`src/rtl/cperm_pkg.sv`:
```
package cperm_pkg;

  typedef enum logic [1:0] {
    WR_MACH = 2'd0,
    WR_SUPV = 2'd1,
    WR_HYP  = 2'd2,
    WR_NONE = 2'd3
  } en_sel_e;

  typedef enum logic [1:0] {
    PRV_U   = 2'd0,
    PRV_S   = 2'd1,
    PRV_RSV = 2'd2,
    PRV_M   = 2'd3
  } prv_e;

  typedef enum logic [1:0] {
    VERD_OK   = 2'd0,
    VERD_ILL  = 2'd1,
    VERD_VILL = 2'd2,
    VERD_NONE = 2'd3
  } verdict_e;

endpackage

```
`src/rtl/cperm_en_regs.sv`:
```
module cperm_en_regs
  import cperm_pkg::*;
#(
  parameter int NCTR = 32
) (
  input  logic            clk,
  input  logic            rst,
  input  logic            wr_en,
  input  en_sel_e         wr_sel,
  input  logic [NCTR-1:0] wr_data,
  output logic [NCTR-1:0] m_en,
  output logic [NCTR-1:0] s_en,
  output logic [NCTR-1:0] h_en
);

  localparam int NBANK = 3;

  for (genvar g = 0; g < NBANK; g++) begin : g_bank
    localparam logic [1:0] MY_SEL = 2'(g);
    logic [NCTR-1:0] q;
    always_ff @(posedge clk) begin
      if (rst) begin
        q <= '0;
      end else if (wr_en && (wr_sel == en_sel_e'(MY_SEL))) begin
        q <= wr_data;
      end
    end
  end

  assign m_en = g_bank[0].q;
  assign s_en = g_bank[1].q;
  assign h_en = g_bank[2].q;

endmodule

```
`src/rtl/cperm_decide.sv`:
```
module cperm_decide
  import cperm_pkg::*;
#(
  parameter int              NCTR = 32,
  parameter int              AW   = 12,
  parameter logic [AW-1:0]   BASE = 12'hC00
) (
  input  logic [AW-1:0]   addr,
  input  prv_e            prv,
  input  logic            virt,
  input  logic [NCTR-1:0] m_en,
  input  logic [NCTR-1:0] s_en,
  input  logic [NCTR-1:0] h_en,
  output verdict_e        verdict
);

  localparam int IW = (NCTR > 1) ? $clog2(NCTR) : 1;

  logic [AW-1:0] off;
  logic          hit;
  logic [IW-1:0] idx;
  logic          mb, sb, hb;

  assign off = addr - BASE;
  assign hit = (addr >= BASE) && (off < AW'(NCTR));
  assign idx = off[IW-1:0];
  assign mb  = m_en[idx];
  assign sb  = s_en[idx];
  assign hb  = h_en[idx];

  always_comb begin
    if (!hit) begin
      verdict = VERD_NONE;
    end else if (prv == PRV_M) begin
      verdict = VERD_OK;
    end else if (prv == PRV_RSV) begin
      verdict = VERD_ILL;
    end else if (!mb) begin
      verdict = VERD_ILL;
    end else if (virt && !hb) begin
      verdict = VERD_VILL;
    end else if ((prv == PRV_U) && !sb) begin
      verdict = virt ? VERD_VILL : VERD_ILL;
    end else begin
      verdict = VERD_OK;
    end
  end

endmodule

```
`src/rtl/cperm_ovf_mask.sv`:
```
module cperm_ovf_mask
  import cperm_pkg::*;
#(
  parameter int NCTR   = 32,
  parameter int LOW_RO = 3
) (
  input  prv_e            prv,
  input  logic            virt,
  input  logic [NCTR-1:0] flags,
  input  logic [NCTR-1:0] m_en,
  input  logic [NCTR-1:0] h_en,
  output logic [NCTR-1:0] view
);

  localparam logic [NCTR-1:0] KEEP = {{(NCTR-LOW_RO){1'b1}}, {LOW_RO{1'b0}}};

  logic [NCTR-1:0] vis;

  always_comb begin
    case (prv)
      PRV_M:   vis = '1;
      PRV_S:   vis = virt ? (m_en & h_en) : m_en;
      default: vis = '0;
    endcase
  end

  assign view = flags & vis & KEEP;

endmodule

```
`src/rtl/cnt_access_guard.sv`:
```
module cnt_access_guard
  import cperm_pkg::*;
#(
  parameter int            NCTR = 32,
  parameter int            AW   = 12,
  parameter logic [AW-1:0] BASE = 12'hC00
) (
  input  logic            clk,
  input  logic            rst,
  input  logic            en_wr,
  input  logic [1:0]      en_wr_sel,
  input  logic [NCTR-1:0] en_wr_data,
  input  logic            req_valid,
  input  logic [AW-1:0]   req_addr,
  input  logic [1:0]      req_prv,
  input  logic            req_virt,
  input  logic [NCTR-1:0] ovf_raw,
  output logic            rsp_valid,
  output logic            rsp_allow,
  output logic            rsp_illegal,
  output logic            rsp_virt_illegal,
  output logic [NCTR-1:0] ovf_view
);

  logic [NCTR-1:0] m_en, s_en, h_en;
  logic [NCTR-1:0] view_c;
  verdict_e        verdict;

  cperm_en_regs #(.NCTR(NCTR)) u_regs (
    .clk     (clk),
    .rst     (rst),
    .wr_en   (en_wr),
    .wr_sel  (en_sel_e'(en_wr_sel)),
    .wr_data (en_wr_data),
    .m_en    (m_en),
    .s_en    (s_en),
    .h_en    (h_en)
  );

  cperm_decide #(.NCTR(NCTR), .AW(AW), .BASE(BASE)) u_decide (
    .addr    (req_addr),
    .prv     (prv_e'(req_prv)),
    .virt    (req_virt),
    .m_en    (m_en),
    .s_en    (s_en),
    .h_en    (h_en),
    .verdict (verdict)
  );

  cperm_ovf_mask #(.NCTR(NCTR)) u_ovf (
    .prv   (prv_e'(req_prv)),
    .virt  (req_virt),
    .flags (ovf_raw),
    .m_en  (m_en),
    .h_en  (h_en),
    .view  (view_c)
  );

  always_ff @(posedge clk) begin
    if (rst) begin
      rsp_valid        <= 1'b0;
      rsp_allow        <= 1'b0;
      rsp_illegal      <= 1'b0;
      rsp_virt_illegal <= 1'b0;
      ovf_view         <= '0;
    end else begin
      rsp_valid        <= req_valid;
      rsp_allow        <= req_valid && (verdict == VERD_OK);
      rsp_illegal      <= req_valid && (verdict == VERD_ILL);
      rsp_virt_illegal <= req_valid && (verdict == VERD_VILL);
      ovf_view         <= view_c;
    end
  end

endmodule

```
`config.mk`:
```
export PLATFORM = sky130hd
export DESIGN_NAME = cnt_access_guard
export DESIGN_NICKNAME = d
export VERILOG_FILES = /design/src/rtl/cperm_pkg.sv /design/src/rtl/cperm_en_regs.sv /design/src/rtl/cperm_decide.sv /design/src/rtl/cperm_ovf_mask.sv /design/src/rtl/cnt_access_guard.sv
export SDC_FILE = /design/constraint.sdc
export NUM_CORES = 1
export LEC_CHECK = 0
export CORE_MARGIN = 2
export CORE_UTILIZATION = 57
export CTS_BUF_LIST = sky130_fd_sc_hd__clkbuf_8
export DETAILED_ROUTE_END_ITERATION = 8
export GPL_ROUTABILITY_DRIVEN = 0
export PLACE_DENSITY = 0.88
export SYNTH_ARGS = -nofsm -noshare
export SYNTH_HDL_FRONTEND = slang
export SYNTH_SLANG_ARGS = --single-unit
```
`constraint.sdc`:
```
create_clock -name clk -period 4.2 [get_ports clk]
set_input_delay 0.84 -clock clk [delete_from_list [all_inputs] [get_ports clk]]
set_output_delay 0.84 -clock clk [all_outputs]
set_load 0.02 [all_outputs]
```
==> results.cfg, run 1 <==
[status]
outcome = finished clean

[critical_path]
crit_required_ns = 4.52
critPathMaxFanout = 9
ff2ff_path_depth = 6
start_kind = primary input
cp.arrival_ns = 3.24
crit_type = primary input to register
crit_slowest_cell = clkdlybuf4s50_1
worstSetupStartpoint = req_addr[0]
end_kind = register
r2r_start = u_regs.m_en[10]$_SDFFE_PP0P_
slowest_delay_ns = 0.91
crit_chain = clkdlybuf4s50_1, mux4_2, mux2_2, nand3_1, nand4_1, o211ai_1, a21boi_0

[flow_run]
cap_viol_max_count = 0

[cts]
cts_buffer_depth = 2
cts_hold_buf = 0
cts-buffers-inserted = 17
post-cts-setup-buffers = 0
cts-root-buf = clkbuf_8
cts_max_level = 4
cts_sinks = 129
cts_resized = 0
cts_tree = yes
insertion_delay_ns = 0.44
cts.reportedPaths.clkPinSlew_ns = 0.08

[grt]
antenna_found_initial = 0
grt_pass1_vias = 5082
grt_pass1_wl_um = 24800
grt_max_degree = 97
overflow = 0
grt_usage = 0.307

[synth]
synth_top_area_share = 0.462
yosysTopAreaCell = dfxtp_1
yosysWarnings = 0
ys_ff_latch = 129
yosysSeqAreaShare = 0.462
synthesis.area_um2 = 5590
synth-async-reset-ratio = 0
synth_flop_cell = dfxtp_1
avgSynthCellArea_um2 = 8.58
synth_edf_count = 0
synthCells = 652
synth.area.top_cells = dfxtp_1 (46%), nand2_1 (13%), a21oi_1 (12%)
ys_types = 41

[cells_and_area]
drive_above_1_share = 0.0784
multi_input_area_um2 = 2740
register_area_um2 = 2580
fill_cells = 698
syn_to_final_growth_pct = 27.6
nets = 825
n_antenna_cell = 0

[timing]
fin_tns_setup_ns = 0
rsz0062_at_grt = false
worst-slew-pin-transition_ns = 1.23
post-route-min-period_ns = 2.92
finalHoldViolCount = 0
finalCritPeriodShare = 0.696
max_freq_ghz = 0.342
setup_viol = 0
worst_clock_skew_ns = 0.00905
drv_slew = 0
slew_headroom = 0.180

[die]
dieHeight_um = 103
dieArea_um2 = 10600
start_util = 0.580
io_pins = 121
rows = 36
core_area_um2 = 9640
dieWidth_um = 103

[route]
wl_um = 16300
wl_per_cell_um = 18.4
routed.top_layer = met4
drt_iter0_markers = 532
drc = 0
wl_met3_um = 1640
dr.pass1.iters = 5
routed_via_density = 6.01
wl_met2_um = 7800
via_count = 5326
ant_nets = 0
wl_met1_um = 6220

[pwr]
peakVddDrop_uv = 252
p_total_mw = 2.80
powerDensity_nw_per_um2 = 392
p_leak_nw = 2.60

[placed_design]
dp_hpwl_um = 10700
io_buffers = 114

[worst_hold_path]
hold_start = u_regs.s_en[5]$_SDFFE_PP0P_
hold_class = register to register
min_path_cells = 2
state kept, by name, summed over array words and instances (netlist names):
| signal | cells |
|---|---|
| ovf_view | 29 |
| rsp_allow | 1 |
| rsp_illegal | 1 |
| rsp_valid | 1 |
| rsp_virt_illegal | 1 |
| u_regs.h_en | 32 |
| u_regs.m_en | 32 |
| u_regs.s_en | 32 |
worst max-delay path: cells and delay by family:
kind,cells,cell delay [ns]
compound gates,2,0.32
simple gates,2,0.27
buf+inv,1,0.91
mux,2,0.90
report_power, final:
part | internal, mW | switching [mW] | leakage (nW) | total (mW)
Combinational | 0.152 | 0.171 | 1.33 | 0.324
Sequential | 1.26 | 0.0233 | 1.05 | 1.28
Clock | 0.672 | 0.520 | 0.221 | 1.19
metrics by stage:
step	utilization	instance area, µm²	std cells	setup slack, ns	hold WS, ns
floorplan	-	5600	654	1.87	0.432
global placement	0.693	6680	854	0.974	0.438
detailed placement	0.693	6680	854	0.867	0.445
CTS	0.740	7130	886	1.32	0.456
global route	0.740	7130	886	1.08	0.483
finish	0.740	7130	886	1.28	0.451
cell usage after synthesis, types with 2 or more instances:
cell type,number
nand2_1,199
a21oi_1,129
dfxtp_1,129
clkbuf_1,38
nand2b_1,32
nor3b_1,30
mux2i_1,19
mux4_1,10
mux4_2,6
a22oi_1,5
buf_4,5
mux2_2,5
nand3_1,5
nor2_1,4
nor2b_1,4
buf_2,3
buf_6,3
buf_1,2
nand4_1,2
kinds of logic (layout without fill, tap and decap cells):
| logic type | count (synthesis) | in the layout | share of synthesized area |
|---|---|---|---|
| AND/OR/NAND/NOR | 285 | 285 | 0.236 |
| AO/OA/AOI/OAI | 142 | 142 | 0.135 |
| flip-flops | 129 | 129 | 0.462 |
| buffers and inverters | 55 | 154 | 0.0517 |
| multiplexers | 40 | 40 | 0.115 |
| other | 1 | 3 | 0.000671 |
cell type report:
type                            count  area share
Clock buffer                       18      0.0347
Clock inverter                     14      0.0282
Inverter                            1    0.000526
Multi-Input combinational cell    470       0.383
Sequential cell                   129       0.362
Tap cell                          133      0.0233
Timing Repair Buffer              121       0.168
cells in the final DEF, fill, tap and decap left out, types with 2 or more instances in the layout:
cell type / count
buf_4: 6
nand2b_1: 32
buf_2: 2
mux4_1: 10
nand2_1: 199
clkdlybuf4s50_1: 112
a22oi_1: 5
mux4_2: 6
clkbuf_8: 18
clkinvlp_4: 2
inv_6: 4
mux2i_1: 19
nor3b_1: 29
nor2b_1: 4
nand3_1: 5
nor2_1: 3
conb_1: 3
a21oi_1: 129
mux2_2: 5
nand4_1: 2
clkinv_4: 3
dfxtp_1: 129
bufinv_16: 4
routing by layer:
| metal | track usage | vias to the layer above |
|---|---|---|
| met5 | 0 | - |
| met4 | 0.160 | 0 |
| met3 | 0.0739 | 85 |
| met2 | 0.498 | 350 |
| met1 | 0.381 | 2509 |
| li1 | - | 2382 |
worst paths after layout:
kind                                                     to  slack (ns)
worst min register to register  u_regs.s_en[5]$_SDFFE_PP0P_        0.45
worst max register to register         rsp_allow$_SDFF_PP0_        2.32
worst max-delay path                   rsp_allow$_SDFF_PP0_        1.28
worst min-delay path            u_regs.s_en[5]$_SDFFE_PP0P_        0.45
Power figures use the tool's default switching activity.
==> run 2, diff against run 1 <==
--- a/config.mk
+++ b/config.mk
@@ -6,11 +6,11 @@
 export NUM_CORES = 1
 export LEC_CHECK = 0
 export CORE_MARGIN = 2
-export CORE_UTILIZATION = 57
+export CORE_UTILIZATION = 53
 export CTS_BUF_LIST = sky130_fd_sc_hd__clkbuf_8
 export DETAILED_ROUTE_END_ITERATION = 8
 export GPL_ROUTABILITY_DRIVEN = 0
-export PLACE_DENSITY = 0.88
+export PLACE_DENSITY = 0.83
 export SYNTH_ARGS = -nofsm -noshare
 export SYNTH_HDL_FRONTEND = slang
 export SYNTH_SLANG_ARGS = --single-unit
==> constraint.sdc (replaced) <==
create_clock -name clk -period 3.05 [get_ports clk]
set_input_delay 0.61 -clock clk [delete_from_list [all_inputs] [get_ports clk]]
set_output_delay 0.61 -clock clk [all_outputs]
set_load 0.02 [all_outputs]
==> run 2 against run 1 <==
Net effect:
- via count fell by 4.3%
- sequential cell count stayed put
- utilization down 4.8 points
- non-clock buffer count grew 5
- critical endpoint unchanged
- first-iteration DRC count down 4.1%
==> results.cfg, run 2 (synthesis results as in run 1) <==
[status]
outcome = finished clean

[grt]
use_met2 = 0.445
grt_usage = 0.276
grt_pass1_vias = 4883
grtUsageMet3 = 0.0669
top_usage_layer = met2
grt_pass1_wl_um = 24300
overflow = 0
gr-usage-met1 = 0.357
grt_max_degree = 97
antenna_found_initial = 0

[critical_path]
critPathMaxFanout = 10
cp.arrival_ns = 2.77
crit_slowest_cell = clkdlybuf4s50_1
end_kind = register
crit_buf_inv = 2
crit_required_ns = 3.40
crit_type = primary input to register
crit_chain = clkdlybuf4s50_1, buf_4, nor2b_1, a22oi_1, a21oi_1, nor4_2, o211ai_1, a21boi_0
slowest_delay_ns = 0.63
start_kind = primary input
critPathTopFamily = buffers and inverters

[cells_and_area]
syn_to_final_growth_pct = 27.1
register_area_um2 = 2580
multi_input_area_um2 = 2730
drive_above_1_share = 0.0779
layout_commonest_cell = nand2_1
nets = 830
fill_cells = 794
n_antenna_cell = 0
most-common-layout-cells = nand2_1 (199), a21oi_1 (129), dfxtp_1 (129)

[cts]
cts_sinks = 129
insertion_delay_ns = 0.43
cts-buffers-inserted = 17
cts-root-buf = clkbuf_8
cts_max_level = 4
post-cts-setup-buffers = 0
cts_hold_buf = 0
cts_tree = yes
cts_buffer_depth = 2
cts.reportedPaths.clkPinSlew_ns = 0.08
cts_resized = 0

[pwr]
p_leak_nw = 2.60
peakVddDrop_uv = 321
powerDensity_nw_per_um2 = 513

[die]
start_util = 0.544
dieHeight_um = 107
io_pins = 121
rows = 37
dieWidth_um = 107
core_area_um2 = 10300
dieArea_um2 = 11400

[worst_hold_path]
hold_class = register to register

[route]
wl_um = 15300
wl_per_cell_um = 17.1
drt_iter0_markers = 510
via_count = 5097
routed_via_density = 5.71
dr.pass1.iters = 6
drc = 0
ant_nets = 0

[placed_design]
dp_hpwl_um = 10600
io_buffers = 114

[timing]
timing.hold.ws_ns = 0.452
fin_tns_setup_ns = 0
worst_clock_skew_ns = 0.0105
worst-slew-pin-transition_ns = 0.960
rsz0062_at_grt = false
slew_headroom = 0.360
drv_slew = 0
max_freq_ghz = 0.412
post-route-min-period_ns = 2.43
finalHoldViolCount = 0
finalCritPeriodShare = 0.795
setup_viol = 0

[flow_run]
cap_viol_max_count = 0
-- run 2: where the power goes --
part	internal [mW]	switching, mW	leakage (nW)
Combinational	0.213	0.227	1.36
Sequential	1.74	0.0309	1.05
Clock	0.787	0.653	0.197
-- run 2: area by class of cell --
type                    count  share of cell area
well taps                 136              0.0239
multi-input cells         470               0.384
clock buffers              17              0.0329
flip-flops and latches    129               0.363
repair buffers            126               0.174
inverters                   1            0.000528
clock inverters            14              0.0213
-- run 2: worst paths after layout --
| kind | startpoint | end | slack (ns) | cells after the start |
|---|---|---|---|---|
| max | req_addr[0] | rsp_allow$_SDFF_PP0_ | 0.62 | 8 |
| max reg2reg | u_regs.m_en[8]$_SDFFE_PP0P_ | rsp_allow$_SDFF_PP0_ | 1.26 | 6 |
| min reg2reg | u_regs.s_en[1]$_SDFFE_PP0P_ | u_regs.s_en[1]$_SDFFE_PP0P_ | 0.45 | 2 |
| min | u_regs.s_en[1]$_SDFFE_PP0P_ | u_regs.s_en[1]$_SDFFE_PP0P_ | 0.45 | 2 |
-- run 2: layer usage --
metal / share of wire / up-vias / wire length [µm]
li1: - / 2397 / -
met1: 0.42 / 2371 / 6350
met2: 0.47 / 288 / 7130
met3: 0.094 / 41 / 1430
met4: 0.025 / 0 / 378
met5: 0 / - / 0
-- run 2: worst min-delay path: cells and delay by family (launching register included) --
kind               cells  cell delay, ns
AOI/OAI and AO/OA      1            0.05
DFF                    1            0.31
and+or+nand+nor        1            0.05
-- run 2: stage by stage --
stage          cell area (µm²)  setup WS [ns]  power, mW   util  cells
2_1_floorplan             5600          0.949       2.04      -    654
3_3_place_gp              6720          0.250       2.22  0.654    862
3_5_place_dp              6720          0.210       2.24  0.654    862
4_1_cts                   7110          0.639       3.65  0.692    893
5_1_grt                   7110          0.533       3.77  0.692    893
6_report                  7110          0.625       3.65  0.692    893
